**src/rtl/nwc_pkg.sv**
```systemverilog
package nwc_pkg;

  typedef enum logic [2:0] {
    ST_IDLE,
    ST_COPY,
    ST_MUT,
    ST_REQ,
    ST_DONE
  } state_e;

  localparam int unsigned FUNC_CODES = 3;
  localparam logic [31:0] LFSR_FALLBACK = 32'h1;

  // exclusive upper bound of the legal value for gene g
  function automatic int unsigned gene_limit(int unsigned g, int unsigned n_in,
                                             int unsigned n_cells);
    if (g < 3 * n_cells) begin
      if (g % 3 == 2) return FUNC_CODES;
      return n_in + g / 3;
    end
    return n_in + n_cells;
  endfunction

endpackage

```
**src/rtl/nwc_lfsr.sv**
```systemverilog
module nwc_lfsr (
  input  logic        clk_i,
  input  logic        rst_ni,
  input  logic        load_i,
  input  logic [31:0] seed_i,
  input  logic        step_i,
  output logic [31:0] state_o
);
  logic [31:0] lfsr_q;
  logic        fb;

  // x^32 + x^22 + x^2 + x + 1
  assign fb = lfsr_q[31] ^ lfsr_q[21] ^ lfsr_q[1] ^ lfsr_q[0];

  always_ff @(posedge clk_i or negedge rst_ni) begin
    if (!rst_ni) lfsr_q <= nwc_pkg::LFSR_FALLBACK;
    else if (load_i) lfsr_q <= (seed_i == '0) ? nwc_pkg::LFSR_FALLBACK : seed_i;
    else if (step_i) lfsr_q <= {lfsr_q[30:0], fb};
  end

  assign state_o = lfsr_q;
endmodule

```
**src/rtl/nwc_gene_check.sv**
```systemverilog
module nwc_gene_check #(
  parameter int unsigned N_IN    = 4,
  parameter int unsigned N_CELLS = 8,
  parameter int unsigned N_GENES = 26,
  parameter int unsigned ADDR_W  = 5,
  parameter int unsigned IDX_W   = 4
) (
  input  logic [ADDR_W-1:0] pos_i,
  input  logic [IDX_W-1:0]  val_i,
  output logic              ok_o
);
  always_comb begin
    ok_o = 1'b0;
    if (32'(pos_i) < N_GENES)
      ok_o = 32'(val_i) < nwc_pkg::gene_limit(32'(pos_i), N_IN, N_CELLS);
  end
endmodule

```
**src/rtl/nwc_gene_store.sv**
```systemverilog
module nwc_gene_store #(
  parameter int unsigned N_GENES = 26,
  parameter int unsigned ADDR_W  = 5,
  parameter int unsigned IDX_W   = 4
) (
  input  logic              clk_i,
  input  logic              rst_ni,
  input  logic              seed_we_i,
  input  logic [ADDR_W-1:0] seed_addr_i,
  input  logic [IDX_W-1:0]  seed_data_i,
  input  logic              commit_i,
  input  logic              copy_i,
  input  logic              mut_we_i,
  input  logic [ADDR_W-1:0] mut_addr_i,
  input  logic [IDX_W-1:0]  mut_data_i,
  input  logic [ADDR_W-1:0] par_addr_i,
  output logic [IDX_W-1:0]  par_gene_o,
  input  logic [ADDR_W-1:0] chd_addr_i,
  output logic [IDX_W-1:0]  chd_gene_o
);
  logic [IDX_W-1:0] par_q [N_GENES];
  logic [IDX_W-1:0] chd_q [N_GENES];

  for (genvar g = 0; g < N_GENES; g++) begin : g_gene
    always_ff @(posedge clk_i or negedge rst_ni) begin
      if (!rst_ni) par_q[g] <= '0;
      else if (seed_we_i && seed_addr_i == ADDR_W'(g)) par_q[g] <= seed_data_i;
      else if (commit_i) par_q[g] <= chd_q[g];
    end

    always_ff @(posedge clk_i or negedge rst_ni) begin
      if (!rst_ni) chd_q[g] <= '0;
      else if (copy_i) chd_q[g] <= par_q[g];
      else if (mut_we_i && mut_addr_i == ADDR_W'(g)) chd_q[g] <= mut_data_i;
    end
  end

  always_comb begin
    par_gene_o = '0;
    chd_gene_o = '0;
    for (int g = 0; g < N_GENES; g++) begin
      if (par_addr_i == ADDR_W'(g)) par_gene_o = par_q[g];
      if (chd_addr_i == ADDR_W'(g)) chd_gene_o = chd_q[g];
    end
  end
endmodule

```
**src/rtl/neutral_walk_ctrl.sv**
```systemverilog
module neutral_walk_ctrl #(
  parameter int unsigned N_IN    = 4,
  parameter int unsigned N_CELLS = 8,
  parameter int unsigned N_OUT   = 2,
  parameter int unsigned N_MUT   = 2,
  parameter int unsigned GATE_W  = 8,
  parameter int unsigned GEN_W   = 24,
  localparam int unsigned N_GENES = 3 * N_CELLS + N_OUT,
  localparam int unsigned ADDR_W  = $clog2(N_GENES),
  localparam int unsigned IDX_W   = $clog2(N_IN + N_CELLS)
) (
  input  logic              clk_i,
  input  logic              rst_ni,
  input  logic              seed_we_i,
  input  logic [ADDR_W-1:0] seed_addr_i,
  input  logic [IDX_W-1:0]  seed_data_i,
  input  logic [GATE_W-1:0] init_gates_i,
  input  logic [31:0]       rng_seed_i,
  input  logic [GEN_W-1:0]  gen_limit_i,
  input  logic              start_i,
  input  logic              stop_i,
  output logic              eval_req_o,
  input  logic              eval_ack_i,
  input  logic              eval_correct_i,
  input  logic [GATE_W-1:0] eval_gates_i,
  input  logic [ADDR_W-1:0] eval_addr_i,
  output logic [IDX_W-1:0]  eval_gene_o,
  input  logic [ADDR_W-1:0] best_addr_i,
  output logic [IDX_W-1:0]  best_gene_o,
  output logic [GATE_W-1:0] best_gates_o,
  output logic [GEN_W-1:0]  gen_count_o,
  output logic              improve_o,
  output logic              busy_o,
  output logic              done_o
);
  import nwc_pkg::*;

  localparam int unsigned CNT_W = $clog2(N_MUT + 1);
  localparam logic [CNT_W-1:0] MUT_LAST = CNT_W'(N_MUT - 1);

  state_e            st_q;
  logic [CNT_W-1:0]  mut_cnt_q;
  logic [GATE_W-1:0] best_gates_q;
  logic [GEN_W-1:0]  gen_q, limit_q;
  logic              improve_q;
  logic [31:0]       rng;
  logic              idle_like, running, start_acc, draw_ok, accept, lower, last_gen;
  logic [ADDR_W-1:0] draw_pos;
  logic [IDX_W-1:0]  draw_val;

  assign idle_like = (st_q == ST_IDLE) || (st_q == ST_DONE);
  assign running   = (st_q == ST_COPY) || (st_q == ST_MUT) || (st_q == ST_REQ);
  assign start_acc = idle_like && start_i;
  assign draw_pos  = rng[ADDR_W-1:0];
  assign draw_val  = rng[31 -: IDX_W];
  assign lower     = eval_gates_i < best_gates_q;
  assign accept    = eval_correct_i && (eval_gates_i <= best_gates_q);
  assign last_gen  = ({1'b0, gen_q} + 1'b1) >= {1'b0, limit_q};

  nwc_lfsr u_lfsr (
    .clk_i, .rst_ni,
    .load_i (start_acc),
    .seed_i (rng_seed_i),
    .step_i (st_q == ST_MUT),
    .state_o(rng)
  );

  nwc_gene_check #(
    .N_IN(N_IN), .N_CELLS(N_CELLS), .N_GENES(N_GENES), .ADDR_W(ADDR_W), .IDX_W(IDX_W)
  ) u_check (
    .pos_i(draw_pos),
    .val_i(draw_val),
    .ok_o (draw_ok)
  );

  nwc_gene_store #(
    .N_GENES(N_GENES), .ADDR_W(ADDR_W), .IDX_W(IDX_W)
  ) u_store (
    .clk_i, .rst_ni,
    .seed_we_i  (seed_we_i && idle_like),
    .seed_addr_i(seed_addr_i),
    .seed_data_i(seed_data_i),
    .commit_i   (st_q == ST_REQ && eval_ack_i && !stop_i && accept),
    .copy_i     (st_q == ST_COPY),
    .mut_we_i   (st_q == ST_MUT && draw_ok),
    .mut_addr_i (draw_pos),
    .mut_data_i (draw_val),
    .par_addr_i (best_addr_i),
    .par_gene_o (best_gene_o),
    .chd_addr_i (eval_addr_i),
    .chd_gene_o (eval_gene_o)
  );

  always_ff @(posedge clk_i or negedge rst_ni) begin
    if (!rst_ni) begin
      st_q         <= ST_IDLE;
      mut_cnt_q    <= '0;
      best_gates_q <= '0;
      gen_q        <= '0;
      limit_q      <= '0;
      improve_q    <= 1'b0;
    end else begin
      improve_q <= 1'b0;
      if (running && stop_i) begin
        st_q <= ST_DONE;
      end else begin
        unique case (st_q)
          ST_IDLE, ST_DONE: if (start_i) begin
            best_gates_q <= init_gates_i;
            gen_q        <= '0;
            limit_q      <= gen_limit_i;
            st_q         <= ST_COPY;
          end
          ST_COPY: begin
            mut_cnt_q <= '0;
            st_q      <= ST_MUT;
          end
          ST_MUT: if (draw_ok) begin
            mut_cnt_q <= mut_cnt_q + 1'b1;
            if (mut_cnt_q == MUT_LAST) st_q <= ST_REQ;
          end
          ST_REQ: if (eval_ack_i) begin
            gen_q <= gen_q + 1'b1;
            if (accept) begin
              best_gates_q <= eval_gates_i;
              improve_q    <= lower;
            end
            st_q <= last_gen ? ST_DONE : ST_COPY;
          end
          default: st_q <= ST_IDLE;
        endcase
      end
    end
  end

  assign eval_req_o   = st_q == ST_REQ;
  assign best_gates_o = best_gates_q;
  assign gen_count_o  = gen_q;
  assign improve_o    = improve_q;
  assign busy_o       = running;
  assign done_o       = st_q == ST_DONE;
endmodule

```
**config.mk**
```make
export PLATFORM = sky130hd
export DESIGN_NAME = neutral_walk_ctrl
export DESIGN_NICKNAME = d
export VERILOG_FILES = /design/src/rtl/nwc_pkg.sv /design/src/rtl/nwc_lfsr.sv /design/src/rtl/nwc_gene_check.sv /design/src/rtl/nwc_gene_store.sv /design/src/rtl/neutral_walk_ctrl.sv
export SDC_FILE = /design/constraint.sdc
export NUM_CORES = 1
export LEC_CHECK = 0
export BUFFER_PORTS_ARGS = -buffer_cell sky130_fd_sc_hd__buf_2
export CORE_UTILIZATION = 41
export DETAILED_ROUTE_END_ITERATION = 7
export GPL_TIMING_DRIVEN = 0
export SETUP_SLACK_MARGIN = 0.5
export SYNTH_ARGS = -nofsm -noshare
export SYNTH_HDL_FRONTEND = slang
export SYNTH_HIERARCHICAL = 1
export SYNTH_SLANG_ARGS = --single-unit
```
**constraint.sdc**
```tcl
create_clock -name clk_i -period 13.2 [get_ports clk_i]
set_input_delay 1.98 -clock clk_i [delete_from_list [all_inputs] [get_ports clk_i]]
set_output_delay 1.98 -clock clk_i [all_outputs]
set_load 0.02 [all_outputs]
```
==> metrics.md, run 1 <==
| Metric | Value |
|---|---|
| Maximum resistive drop on vdd | about 0.12 mV |
| Worst Setup Slack, final | 5830 ps |
| H-tree levels | 2 |
| Core Box Area | roughly 44000 sq um |
| Starting density of the core | 41.7% |
| Crit path top cell by count | sky130_fd_sc_hd__ha_1 |
| Length in cells of the worst reg-to-reg path | 28 |
| Worst slack at placement | 5910 ps |
| Sequential share of the synthesized area | 40.8% |
| Overall die width | 214 microns |
| Class of the tightest hold or removal check | reg2reg |
| Clock slew at reported path FFs | approximately 60 ps |
| Sinks on the clock net | around 300 |
| Number of cells upsized or downsized after cts | 0 |
| Launching element type of the critical path | register |
| Post-CTS Setup Bufs | 0 |
| Peak per-stage delay on the critical path | approximately 630 ps |
| Top cells by area in the synthesized netlist | sky130_fd_sc_hd__dfrtp_1 41%, sky130_fd_sc_hd__mux2i_1 16%, sky130_fd_sc_hd__o21ai_0 7.4% |
| RSZ-0062 raised after global routing | false |
| Combined global-route utilization of all metal layers | between 20% and 30% |
| Count of nets left with antenna violations after detail routing | 0 |
| Cell count after placement | 2783 |
| Area of placed instances | 20000 sq um |
| Layout overhead on the synthesized area | 14.5% |
| CTS max path bufs | 3 |
| #FFs+latches synth | 302 |
| Clock latency on the worst-skew pair | approximately 560 ps |
| Violated checks | capacitance limit, slew limit |
| Post-Synthesis Cell Area | 18500 sq um |
| Fin cells | 2849 |
| Most common flop cell mapped by yosys | sky130_fd_sc_hd__dfrtp_1 |
| Number of buffers and inverters on the critical path | 2 |
| Element type at the critical path end | register |
| Startpoint of the tightest hold check path | mut_cnt_q[1]$_DFFE_PN0P_ |
| Power density of the placed cells | 198 nW/um^2 |
| Number of iterations in the first detailed-routing pass | 6 |
| Clock tree from TritonCTS | done |
| Pin count of the biggest net entering global routing | 108 |
| Setup TNS | 0 ps |
| Critical register-to-register path endpoint | u_store/chd_q[89]$_DFFE_PN0P_ |
| Slowest cell on crit path | sky130_fd_sc_hd__dfrtp_1 |
| Reg-to-reg setup timing slack | 5830 ps |
| Fin Hold WS | 488 ps |
| Yosys cell types | 88 |
| Top Ports | 142 |
| Mean Syn Cell Area | 9.00 sq um |
| Global route total overflow | 0 |
| Die Footprint | around 46000 sq um |
| Detailed-placement wirelength estimate | approximately 52000 microns |
| Number of hold buffers added after cts | 0 |
| Crit path kind | reg2reg |
| Number of max-cap violations | 1 |
| Number of antenna violations at the first check in global routing | 1 |
| Number of port buffers | 132 |
| EDFF count, synth | 0 |
| Category of cells accounting for the largest share of critical-path delay | simple AND/OR/NAND/NOR gates |
| Filler cell count | about 4300 |
| First-pass GRT wire length | 104000 microns |
| Achievable clock frequency | 136 MHz |
| Headroom to the max-slew limit | -1.64% |
| Cells after synthesis | 2056 |
| Fraction of registers with async set/reset | 100% |
| Total number of vias | approximately 17000 |
| Worst clock skew on the final layout | approximately 25 ps |
| Area share of the leading cell type in the synthesized netlist | 40.7% |
| Routed wire length per instance | ~24 microns |
| Number of nets in the synthesized netlist | 2195 |
| Crit path DAT | a little under 8000 ps |
| Vert. Die Dim | roughly 210 microns |
| Reg-to-reg startpoint | u_lfsr/state_o[4]$_DFFE_PN0P_ |
| Max Slew Vio Count | 9 |
| Yosys Warn Count | 6 |
| Clock Root Buffer | sky130_fd_sc_hd__clkbuf_16 |
| Number of setup violations in the final report | 0 |
| Std-Cell Rows | 77 |
| Post-route fraction of the period consumed by the critical path | between 50% and 60% |
| Post-Layout Inst Area | about 21000 sq um |
| Final hold viol count | 0 |
| Detailed-route wire length | 69400 microns |
| Hold Path Depth | 2 |
| Vias in the first global route | 16461 |
| Highest net fanout along the worst path | 10 |
| Number of vias per cell | 6.02 |
| Hold path endpoint | mut_cnt_q[1]$_DFFE_PN0P_ |
| Pin slew with the least headroom to its limit | ~1500 ps |
| Run status | finished, violations left |
| DR DRC count | 0 |
| NumNets Final | 2369 |
| Required time worst endpoint | 13670 ps |
| Share of final-layout standard cells stronger than drive strength 1 | between 10% and 20% |
| Final critical delay including setup and external delays | 7370 ps |
| Reported leakage power | between 9 and 10 nW |
| Initial drt markers | 2004 |
| Cell accounting for the most synthesized area | sky130_fd_sc_hd__dfrtp_1 |
| Global placement routability congestion | 1.01 |
| Number of clock buffers inserted by TritonCTS | 37 |
## power by group
group | total (mW) | leakage, nW | switching (mW) | internal, mW
logic | 1.52 | 4.70 | 0.948 | 0.574
registers | 1.67 | 3.90 | 0.389 | 1.28
clock network | 1.02 | 0.578 | 0.411 | 0.604
total | 4.21 | 9.18 | 1.75 | 2.46
## metal layers
layer | up-vias | GRT usage (%) | part of all wire, % | wire [microns]
met5 | - | 0 | 0.019 | 13
li1 | 7694 | - | - | -
met3 | 157 | 4.35 | 8.5 | 5890
met1 | 8437 | 41.0 | 42 | 29300
met2 | 861 | 47.0 | 45 | 31300
met4 | 2 | 12.5 | 4.2 | 2900
## placed cells by master (no fill, tap or decap), types with 30 or more instances in the layout
master | netlist | layout
sky130_fd_sc_hd__buf_2 | 34 | 165
sky130_fd_sc_hd__o21ai_0 | 275 | 275
sky130_fd_sc_hd__a21oi_1 | 111 | 111
sky130_fd_sc_hd__inv_1 | 51 | 51
sky130_fd_sc_hd__ha_1 | 41 | 41
sky130_fd_sc_hd__clkbuf_16 | 0 | 39
sky130_fd_sc_hd__nand3_1 | 30 | 30
sky130_fd_sc_hd__dfrtp_1 | 301 | 301
sky130_fd_sc_hd__clkbuf_1 | 80 | 91
sky130_fd_sc_hd__nor2_1 | 138 | 138
sky130_fd_sc_hd__mux2i_1 | 287 | 287
sky130_fd_sc_hd__nand2_1 | 300 | 300
## Yosys cell counts, types with 5 or more instances
| library cell | instances |
|---|---|
| sky130_fd_sc_hd__xor2_1 | 12 |
| sky130_fd_sc_hd__clkbuf_1 | 80 |
| sky130_fd_sc_hd__or3_1 | 5 |
| sky130_fd_sc_hd__ha_1 | 41 |
| sky130_fd_sc_hd__mux4_2 | 8 |
| sky130_fd_sc_hd__buf_2 | 34 |
| sky130_fd_sc_hd__nor3_1 | 25 |
| sky130_fd_sc_hd__o211ai_1 | 10 |
| sky130_fd_sc_hd__nand2_1 | 300 |
| sky130_fd_sc_hd__mux2i_1 | 287 |
| sky130_fd_sc_hd__nor3b_1 | 12 |
| sky130_fd_sc_hd__buf_6 | 7 |
| sky130_fd_sc_hd__and3_1 | 7 |
| sky130_fd_sc_hd__o21ai_0 | 275 |
| sky130_fd_sc_hd__or2_2 | 7 |
| sky130_fd_sc_hd__nor2_1 | 138 |
| sky130_fd_sc_hd__o21ai_1 | 6 |
| sky130_fd_sc_hd__a31oi_1 | 18 |
| sky130_fd_sc_hd__inv_1 | 51 |
| sky130_fd_sc_hd__o31ai_1 | 9 |
| sky130_fd_sc_hd__xnor2_1 | 15 |
| sky130_fd_sc_hd__mux2_2 | 20 |
| sky130_fd_sc_hd__a21oi_1 | 111 |
| sky130_fd_sc_hd__a211oi_1 | 10 |
| sky130_fd_sc_hd__dfrtp_1 | 301 |
| sky130_fd_sc_hd__nand3b_1 | 6 |
| sky130_fd_sc_hd__buf_1 | 13 |
| sky130_fd_sc_hd__o221ai_1 | 6 |
| sky130_fd_sc_hd__a22o_1 | 9 |
| sky130_fd_sc_hd__nand3_1 | 30 |
| sky130_fd_sc_hd__nand2b_1 | 26 |
| sky130_fd_sc_hd__nor2b_1 | 20 |
| sky130_fd_sc_hd__a22oi_1 | 9 |
| sky130_fd_sc_hd__o22ai_1 | 19 |
| sky130_fd_sc_hd__nor4_1 | 11 |
| sky130_fd_sc_hd__nand4_1 | 20 |
| sky130_fd_sc_hd__and2_1 | 9 |
## registers in the layout (all words and copies together) (netlist names)
signal	count
u_store/par_q	104
gen_count_o	24
limit_q	24
mut_cnt_q	2
u_store/chd_q	104
u_lfsr/state_o	32
st_q	3
best_gates_o	8
improve_o	1
## how the worst max path moves through the flow
| stage | cells past startpoint | slack, ps | start | endpoint |
|---|---|---|---|---|
| after floorplan | 29 | 7370 | u_lfsr/state_o[3]$_DFFE_PN0P_ | u_store/chd_q[88]$_DFFE_PN0P_ |
| after global placement | 1 | 4170 | rst_ni | u_store/chd_q[89]$_DFFE_PN0P_ |
| after detailed placement | 28 | 5910 | u_lfsr/state_o[4]$_DFFE_PN0P_ | u_store/chd_q[90]$_DFFE_PN0P_ |
| after CTS | 28 | 5880 | u_lfsr/state_o[4]$_DFFE_PN0P_ | u_store/chd_q[89]$_DFFE_PN0P_ |
| after global routing | 28 | 5300 | u_lfsr/state_o[4]$_DFFE_PN0P_ | u_store/chd_q[88]$_DFFE_PN0P_ |
| final | 28 | 5830 | u_lfsr/state_o[4]$_DFFE_PN0P_ | u_store/chd_q[89]$_DFFE_PN0P_ |
## tightest hold or removal path, delay by kind of cell, from the launching register on
family	cells	cell delay, ps
AO/OA/AOI/OAI	1	70
flip-flops	1	340
AND/OR/NAND/NOR	1	40
## cell type report
class	count	area, sq um	area share, %
diodes	2	5.00	0.0236
multi-input cells	1560	10100	47.7
repair buffers	135	733	3.46
plain buffers	140	657	3.10
flip-flops and latches	302	7560	35.7
inverters	54	203	0.956
well taps	592	741	3.49
clock buffers	58	1130	5.32
clock inverters	6	63.8	0.301
## kinds of logic after synthesis
logic type	count (synthesis)	synth area share [%]
compound gates	538	16.9
xor+xnor	28	1.41
fa+ha+maj	41	2.77
buf+inv	194	4.64
flops	302	40.8
mux	315	17.7
simple gates	638	15.8
## metrics by stage
step / power, mW / util [%]
4_1_cts: 4.18 / 47.7
5_1_grt: 4.44 / 47.7
6_report: 4.21 / 47.7
2_1_floorplan: 2.53 / -
3_5_place_dp: 3.16 / 45.0
3_3_place_gp: 3.10 / 44.8
No activity file was read; power rests on OpenSTA's default activity.
==> run 2: changes to the inputs <==
ABC_AREA = 1   (was unset)
clock period = 7.37 ns   (was 13.2 ns; I/O delays follow)
==> run 2 against run 1 <==
The flow now finishes without violations. Register-to-register slack worse by 4400 ps. Highest routed layer unchanged. Global-route usage is 1.3 points lower. Final area is 3.5% lower. Total power is 94% higher. Critical endpoint is now u_store/chd_q[68]$_DFFE_PN0P_. Largest cell class unchanged. Critical path depth is 8 higher. Fmax is 25% higher. Sequential share of layout area is 1.3 points higher.
==> metrics.md, run 2 <==
| Metric | Value |
|---|---|
| Run status | completed |
| Most common cell in the netlist | sky130_fd_sc_hd__nand2_1 |
| Yosys Warn Count | 6 (unchanged) |
| Initial drt markers | 1683 (-16%) |
| Filler cell count | 4262 (-1.4%) |
| Global route total overflow | 0 (unchanged) |
| Post-CTS Setup Bufs | 0 (unchanged) |
| Die Footprint | 44000 sq um (-4.3%) |
| First-pass GRT wire length | 96300 microns (-7.5%) |
| Detailed-placement wirelength estimate | 46500 microns (-11%) |
| Core Box Area | 42300 sq um (-4.7%) |
| Clock slew at reported path FFs | 60 ps (about the same) |
| Top cells by area in the synthesized netlist | sky130_fd_sc_hd__dfrtp_1 43%, sky130_fd_sc_hd__nand2_1 13%, sky130_fd_sc_hd__o221ai_1 8.7% |
| Fin Hold WS | 493 ps (+4.98 ps) |
| Setup TNS | 0 ps (unchanged) |
| Highest net fanout along the worst path | 12 (+2) |
| Worst clock skew on the final layout | 17.7 ps (-7.23 ps) |
| Top Ports | 142 (unchanged) |
| Final cell utilization of the core | 48.3% (+0.62 points) |
| Number of vias per cell | 5.61 (-6.9%) |
| Number of antenna violations at the first check in global routing | 3 (+2) |
| Count of nets left with antenna violations after detail routing | 0 (unchanged) |
| Area share of the leading cell type in the synthesized netlist | 42.5% (+1.8 points) |
| Number of buffers and inverters on the critical path | 8 (+6) |
| Overall die width | 210 microns (-2.2%) |
| Element type at the critical path end | register |
| Commonest cells post-synth | 629 x sky130_fd_sc_hd__nand2_1, 311 x sky130_fd_sc_hd__inv_1, 301 x sky130_fd_sc_hd__dfrtp_1, 200 x sky130_fd_sc_hd__nor2_1, 193 x sky130_fd_sc_hd__nand3_1 |
| Post-Synthesis Cell Area | 17700 sq um (-4.3%) |
| Vert. Die Dim | 210 microns (-2.2%) |
| Share of final-layout standard cells stronger than drive strength 1 | 12.2% (-0.82 points) |
| Combined global-route utilization of all metal layers | 28.5% (-1.3 points) |
| Yosys cell types | 48 (-45%) |
| NumNets Final | 2656 (+12%) |
| Number of port buffers | 140 (+6.1%) |
| Number of clock buffers inserted by TritonCTS | 36 (-2.7%) |
| EDFF count, synth | 0 (unchanged) |
| Required time worst endpoint | 7760 ps (-5910 ps) |
| Reg-to-reg setup timing slack | 1460 ps (-4370 ps) |
| Routed wire length per instance | 19.9 microns (-18%) |
| Layout overhead on the synthesized area | 15.5% |
| Crit path top cell by count | sky130_fd_sc_hd__nand2_1 |
| Final critical delay including setup and external delays | 5910 ps (-1460 ps) |
| Number of max-cap violations | 0 (-1) |
| Maximum resistive drop on vdd | 0.188 mV (+63%) |
| Number of hold buffers added after cts | 0 (unchanged) |
| Reported leakage power | 9.89 nW (+7.8%) |
| Most common flop cell mapped by yosys | sky130_fd_sc_hd__dfrtp_1 |
| #FFs+latches synth | 302 (unchanged) |
| Most frequent standard cell in the layout excluding fill and tap cells | sky130_fd_sc_hd__nand2_1 |
| Slowest cell on crit path | sky130_fd_sc_hd__dfrtp_1 |
| Fraction of registers with async set/reset | 100% (unchanged) |
| Clock Root Buffer | sky130_fd_sc_hd__clkbuf_16 |
| Sinks on the clock net | 302 (unchanged) |
| Vias in the first global route | 16857 (+2.4%) |
| Pin count of the biggest net entering global routing | 120 (+11%) |
| RSZ-0062 raised after global routing | false |
| Post-route fraction of the period consumed by the critical path | 80.2% (+24 points) |
| Total power consumption of the routed design | 8.14 mW (+94%) |
| Storage cell area | 7560 sq um (unchanged) |
| Total number of vias | 17507 (+2.1%) |
| Mean Syn Cell Area | 7.58 sq um (-16%) |
| Class of the tightest hold or removal check | reg2reg |
| Achievable clock frequency | 169 MHz (+25%) |
| Number of nets in the synthesized netlist | 2476 (+13%) |
| Max Slew Vio Count | 0 (-9) |
| Launching element type of the critical path | register |
| Sequential share of the synthesized area | 42.7% (+1.8 points) |
| Crit path kind | reg2reg |
| Power density of the placed cells | 398 nW/um^2 (+100%) |
| Commonest non-fill, non-tap cells in the layout | 629 x sky130_fd_sc_hd__nand2_1, 311 x sky130_fd_sc_hd__inv_1, 301 x sky130_fd_sc_hd__dfrtp_1, 200 x sky130_fd_sc_hd__nor2_1, 193 x sky130_fd_sc_hd__nand3_1 |
| Crit path DAT | 6300 ps (-1540 ps) |
| Starting density of the core | 41.9% (+0.17 points) |
| Pin slew with the least headroom to its limit | 1220 ps (-296 ps) |
| Number of cells upsized or downsized after cts | 0 (unchanged) |
| Category of cells accounting for the largest share of critical-path delay | simple AND/OR/NAND/NOR gates |
| Clock tree from TritonCTS | done |
| Detailed-route wire length | 62300 microns (-10%) |
| Cell accounting for the most synthesized area | sky130_fd_sc_hd__dfrtp_1 |
| Std-Cell Rows | 75 (-2.6%) |
| Peak per-stage delay on the critical path | 650 ps (+20 ps) |
| Number of iterations in the first detailed-routing pass | 5 (-1) |
| CTS max path bufs | 3 (unchanged) |
| Area of the multi-input gates | 8520 sq um (-16%) |
| Cells after synthesis | 2337 (+14%) |
| Number of setup violations in the final report | 0 (unchanged) |
| H-tree levels | 2 (unchanged) |
| DR DRC count | 0 (unchanged) |
| Clock latency on the worst-skew pair | 560 ps (about the same) |
| Final hold viol count | 0 (unchanged) |
| Headroom to the max-slew limit | 18.3% (+20 points) |
| Global placement routability congestion | 0.965 (-4.2%) |
[run 2: through the flow]
stage	cell area, sq um	setup slack [ps]	instances
after floorplan	17700	2710	2337
after global placement	19100	-775	3054
after detailed placement	19200	1470	3056
after CTS	20500	1440	3122
after global routing	20500	772	3123
final	20500	1460	3123
[run 2: logic make-up (layout without fill, tap and decap cells)]
family | Yosys count | in the layout | share of synthesized area (%)
simple gates | 1146 | 1146 | 27.9
flops | 302 | 302 | 42.7
other cells | 0 | 1 | 0
xor+xnor | 22 | 22 | 1.17
fa+ha+maj | 41 | 41 | 2.90
buf+inv | 421 | 629 | 9.26
compound gates | 405 | 405 | 16.2
[run 2: final timing paths]
check,start,to,depth (start not counted)
worst max-delay path,u_lfsr/state_o[3]$_DFFE_PN0P_,u_store/chd_q[68]$_DFFE_PN0P_,36
worst min-delay path,mut_cnt_q[0]$_DFFE_PN0P_,mut_cnt_q[0]$_DFFE_PN0P_,1
worst max register to register,u_lfsr/state_o[3]$_DFFE_PN0P_,u_store/chd_q[68]$_DFFE_PN0P_,36
worst min register to register,mut_cnt_q[0]$_DFFE_PN0P_,mut_cnt_q[0]$_DFFE_PN0P_,1
max in group asynchronous,rst_ni,u_lfsr/state_o[28]$_DFFE_PN0P_,3
min in group asynchronous,rst_ni,u_store/par_q[77]$_DFFE_PN0P_,1
[run 2: layout make-up]
cell class | instances | share of cell area (%)
tap | 577 | 3.53
sequential | 302 | 36.9
inverter | 342 | 6.27
timing repair buffer | 142 | 3.74
clock inverter | 14 | 0.789
buffer | 79 | 1.74
clock buffer | 52 | 5.34
antenna | 1 | 0.0122
multi-input combinational | 1614 | 41.6
[run 2: worst register-to-register path, delay by kind of cell (launching register included)]
family,cells,cell delay (ps)
flops,1,650
simple gates,20,2530
fa+ha+maj,4,960
buf+inv,8,930
compound gates,4,660
[run 2: power by group]
part	leakage (nW)	total [mW]	switching (mW)	internal, mW
sequential	3.69	3.03	0.599	2.44
clock	0.619	1.89	0.755	1.14
combinational	5.58	3.21	2.11	1.11
[run 2: layer usage]
layer / wire (microns) / track usage (%)
met4: 2110 / 10.3
met3: 5530 / 6.67
met1: 26500 / 38.1
met5: 8 / 0
met2: 28200 / 45.1
==> run 3: changes to the inputs <==
clock period = 5.58 ns   (was 7.37 ns; I/O delays follow)
==> run 3 against run 2 <==
Via count rose by 0.10%. Critical path type unchanged. Non-clock buffer count rose by 11. Final area increased by 1.6%. Largest power group unchanged.
==> metrics.md, run 3 (synthesis results as in run 2) <==
| Metric | Value |
|---|---|
| Top Ports | 142 (unchanged) |
| Length in cells of the worst reg-to-reg path | 40 (+11%) |
| Final critical delay including setup and external delays | 4810 ps (-1100 ps) |
| Global route total overflow | 0 (unchanged) |
| Count of nets left with antenna violations after detail routing | 0 (unchanged) |
| Clock latency on the worst-skew pair | 560 ps (about the same) |
| Layout overhead on the synthesized area | 17.3% |
| Starting density of the core | 41.9% (unchanged) |
| Post-Layout Inst Area | 20800 sq um (+1.6%) |
| Combined global-route utilization of all metal layers | 28.6% (+0.062 points) |
| Highest net fanout along the worst path | 6 (-6) |
| Vert. Die Dim | 210 microns (unchanged) |
| H-tree levels | 2 (unchanged) |
| Pin slew with the least headroom to its limit | 1290 ps (+76.7 ps) |
| Max Slew Vio Count | 0 (unchanged) |
| Initial drt markers | 1824 (+8.4%) |
| Area of placed instances | 19200 sq um (unchanged) |
| Worst clock skew on the final layout | 16.2 ps (-1.48 ps) |
| Detailed-route wire length | 62700 microns (+0.75%) |
| Number of clock buffers inserted by TritonCTS | 36 (unchanged) |
| CTS max path bufs | 3 (unchanged) |
| Achievable clock frequency | 208 MHz (+23%) |
| Power density of the placed cells | 533 nW/um^2 (+34%) |
| Required time worst endpoint | 5950 ps (-1810 ps) |
| Vias in the first global route | 16906 (+0.29%) |
| NumNets Final | 2667 (+0.41%) |
| Cell count after placement | 3056 (unchanged) |
| Headroom to the max-slew limit | 13.1% (-5.2 points) |
| Die Footprint | 44000 sq um (unchanged) |
| Total number of vias | 17525 (+0.10%) |
| Clock tree from TritonCTS | done |
| Detailed-placement wirelength estimate | 46500 microns (unchanged) |
| Commonest non-fill, non-tap cells in the layout | 613 x sky130_fd_sc_hd__nand2_1, 304 x sky130_fd_sc_hd__inv_1, 299 x sky130_fd_sc_hd__dfrtp_1, 195 x sky130_fd_sc_hd__nor2_1, 191 x sky130_fd_sc_hd__nand3_1 |
| Std-Cell Rows | 75 (unchanged) |
| Crit path top cell by count | sky130_fd_sc_hd__nand2_1 |
| Element type at the critical path end | register |
| Number of max-cap violations | 0 (unchanged) |
| Most frequent standard cell in the layout excluding fill and tap cells | sky130_fd_sc_hd__nand2_1 |
| Reported leakage power | 10.0 nW (+1.3%) |
| Number of port buffers | 140 (unchanged) |
| GRT Max-Usage Layer | met2 |
| Global Route met1 Usage | 38.1% (+0.048 points) |
| Storage cell area | 7560 sq um (about the same) |
| Crit path kind | reg2reg |
| Sinks on the clock net | 302 (unchanged) |
| Run status | completed |
| RSZ-0062 raised after global routing | true |
| Slowest cell on crit path | sky130_fd_sc_hd__dfrtp_2 |
| Routed wire length per instance | 20.0 microns (+0.39%) |
| Fin cells | 3134 (+0.35%) |
| Number of vias per cell | 5.59 (-0.25%) |
| Final hold viol count | 0 (unchanged) |
| Clock slew at reported path FFs | 60 ps (about the same) |
| Core Box Area | 42300 sq um (unchanged) |
| Crit path DAT | 5170 ps (-1130 ps) |
| Global routing met3 resource utilization | 6.64% (-0.030 points) |
| Final cell utilization of the core | 49.1% (+0.75 points) |
| Filler cell count | 4230 (-0.75%) |
| Pin count of the biggest net entering global routing | 120 (unchanged) |
| Post-route fraction of the period consumed by the critical path | 86.1% (+6.0 points) |
| Area of the multi-input gates | 8700 sq um (+2.2%) |
| Overall die width | 210 microns (unchanged) |
| Launching element type of the critical path | register |
| Setup TNS | 0 ps (unchanged) |
| DR DRC count | 0 (unchanged) |
| Fin Hold WS | 231 ps (-262 ps) |
| Clock Root Buffer | sky130_fd_sc_hd__clkbuf_16 |
| Number of iterations in the first detailed-routing pass | 6 (+1) |
| Number of antenna violations at the first check in global routing | 3 (unchanged) |
| Global-route met2 utilization | 45.3% (+0.22 points) |
| Number of setup violations in the final report | 0 (unchanged) |
| Share of final-layout standard cells stronger than drive strength 1 | 14.2% (+2.0 points) |
| First-pass GRT wire length | 96500 microns (+0.19%) |
| Peak per-stage delay on the critical path | 400 ps (-250 ps) |
| Class of the tightest hold or removal check | in2async |
| Maximum resistive drop on vdd | 0.270 mV (+44%) |
| Global placement routability congestion | 0.965 (unchanged) |
## run 3: cell type report
class,count,area share [%]
Antenna cell,1,0.0120
Buffer,79,1.77
Clock buffer,52,5.26
Clock inverter,14,0.777
Inverter,342,6.21
Multi-Input combinational cell,1614,41.9
Sequential cell,302,36.4
Tap cell,577,3.47
Timing Repair Buffer,153,4.23
## run 3: per-stage QoR
stage	power, mW	worst slack (ps)
floorplan	6.75	922
global placement	8.07	-2300
detailed placement	8.20	-316
CTS	10.8	507
global route	11.8	457
finish	11.1	773
## run 3: power breakdown
| part | switching (mW) | internal (mW) |
|---|---|---|
| Sequential | 0.776 | 3.22 |
| Clock | 0.999 | 1.51 |
| Combinational | 2.96 | 1.62 |
| Total | 4.73 | 6.35 |
## run 3: final timing paths
check,slack (ps),startpoint,endpoint
setup / recovery,770,u_lfsr/state_o[3]$_DFFE_PN0P_,u_store/chd_q[47]$_DFFE_PN0P_
hold / removal,230,rst_ni,u_store/par_q[77]$_DFFE_PN0P_
setup reg to reg,770,u_lfsr/state_o[3]$_DFFE_PN0P_,u_store/chd_q[47]$_DFFE_PN0P_
hold reg to reg,490,mut_cnt_q[0]$_DFFE_PN0P_,mut_cnt_q[0]$_DFFE_PN0P_
max in group asynchronous,3790,rst_ni,u_lfsr/state_o[3]$_DFFE_PN0P_
min in group clk_i,490,gen_limit_i[12],limit_q[12]$_DFFE_PN0P_
## run 3: timing repair
action,4_1_cts,5_1_grt
cloned,0,1
pin swaps,0,8
endpoints found under the setup margin,103,104
hold buffers,0,0
resized for setup,20,41
buffers inserted,2,8
## run 3: layer usage
| layer | up-vias | share of wire [%] | routed length, microns |
|---|---|---|---|
| met5 | - | 0.013 | 8 |
| met1 | 8385 | 43 | 26700 |
| met4 | 2 | 3.5 | 2220 |
| li1 | 8244 | - | - |
| met2 | 753 | 45 | 28400 |
| met3 | 141 | 8.6 | 5390 |
## run 3: worst max-delay path: cells and delay by family, from the launching register on
| kind | cells | cell delay (ps) |
|---|---|---|
| buffers and inverters | 8 | 590 |
| AOI/OAI and AO/OA | 3 | 490 |
| adders and majority gates | 4 | 910 |
| and+or+nand+nor | 25 | 2210 |
| DFF | 1 | 400 |
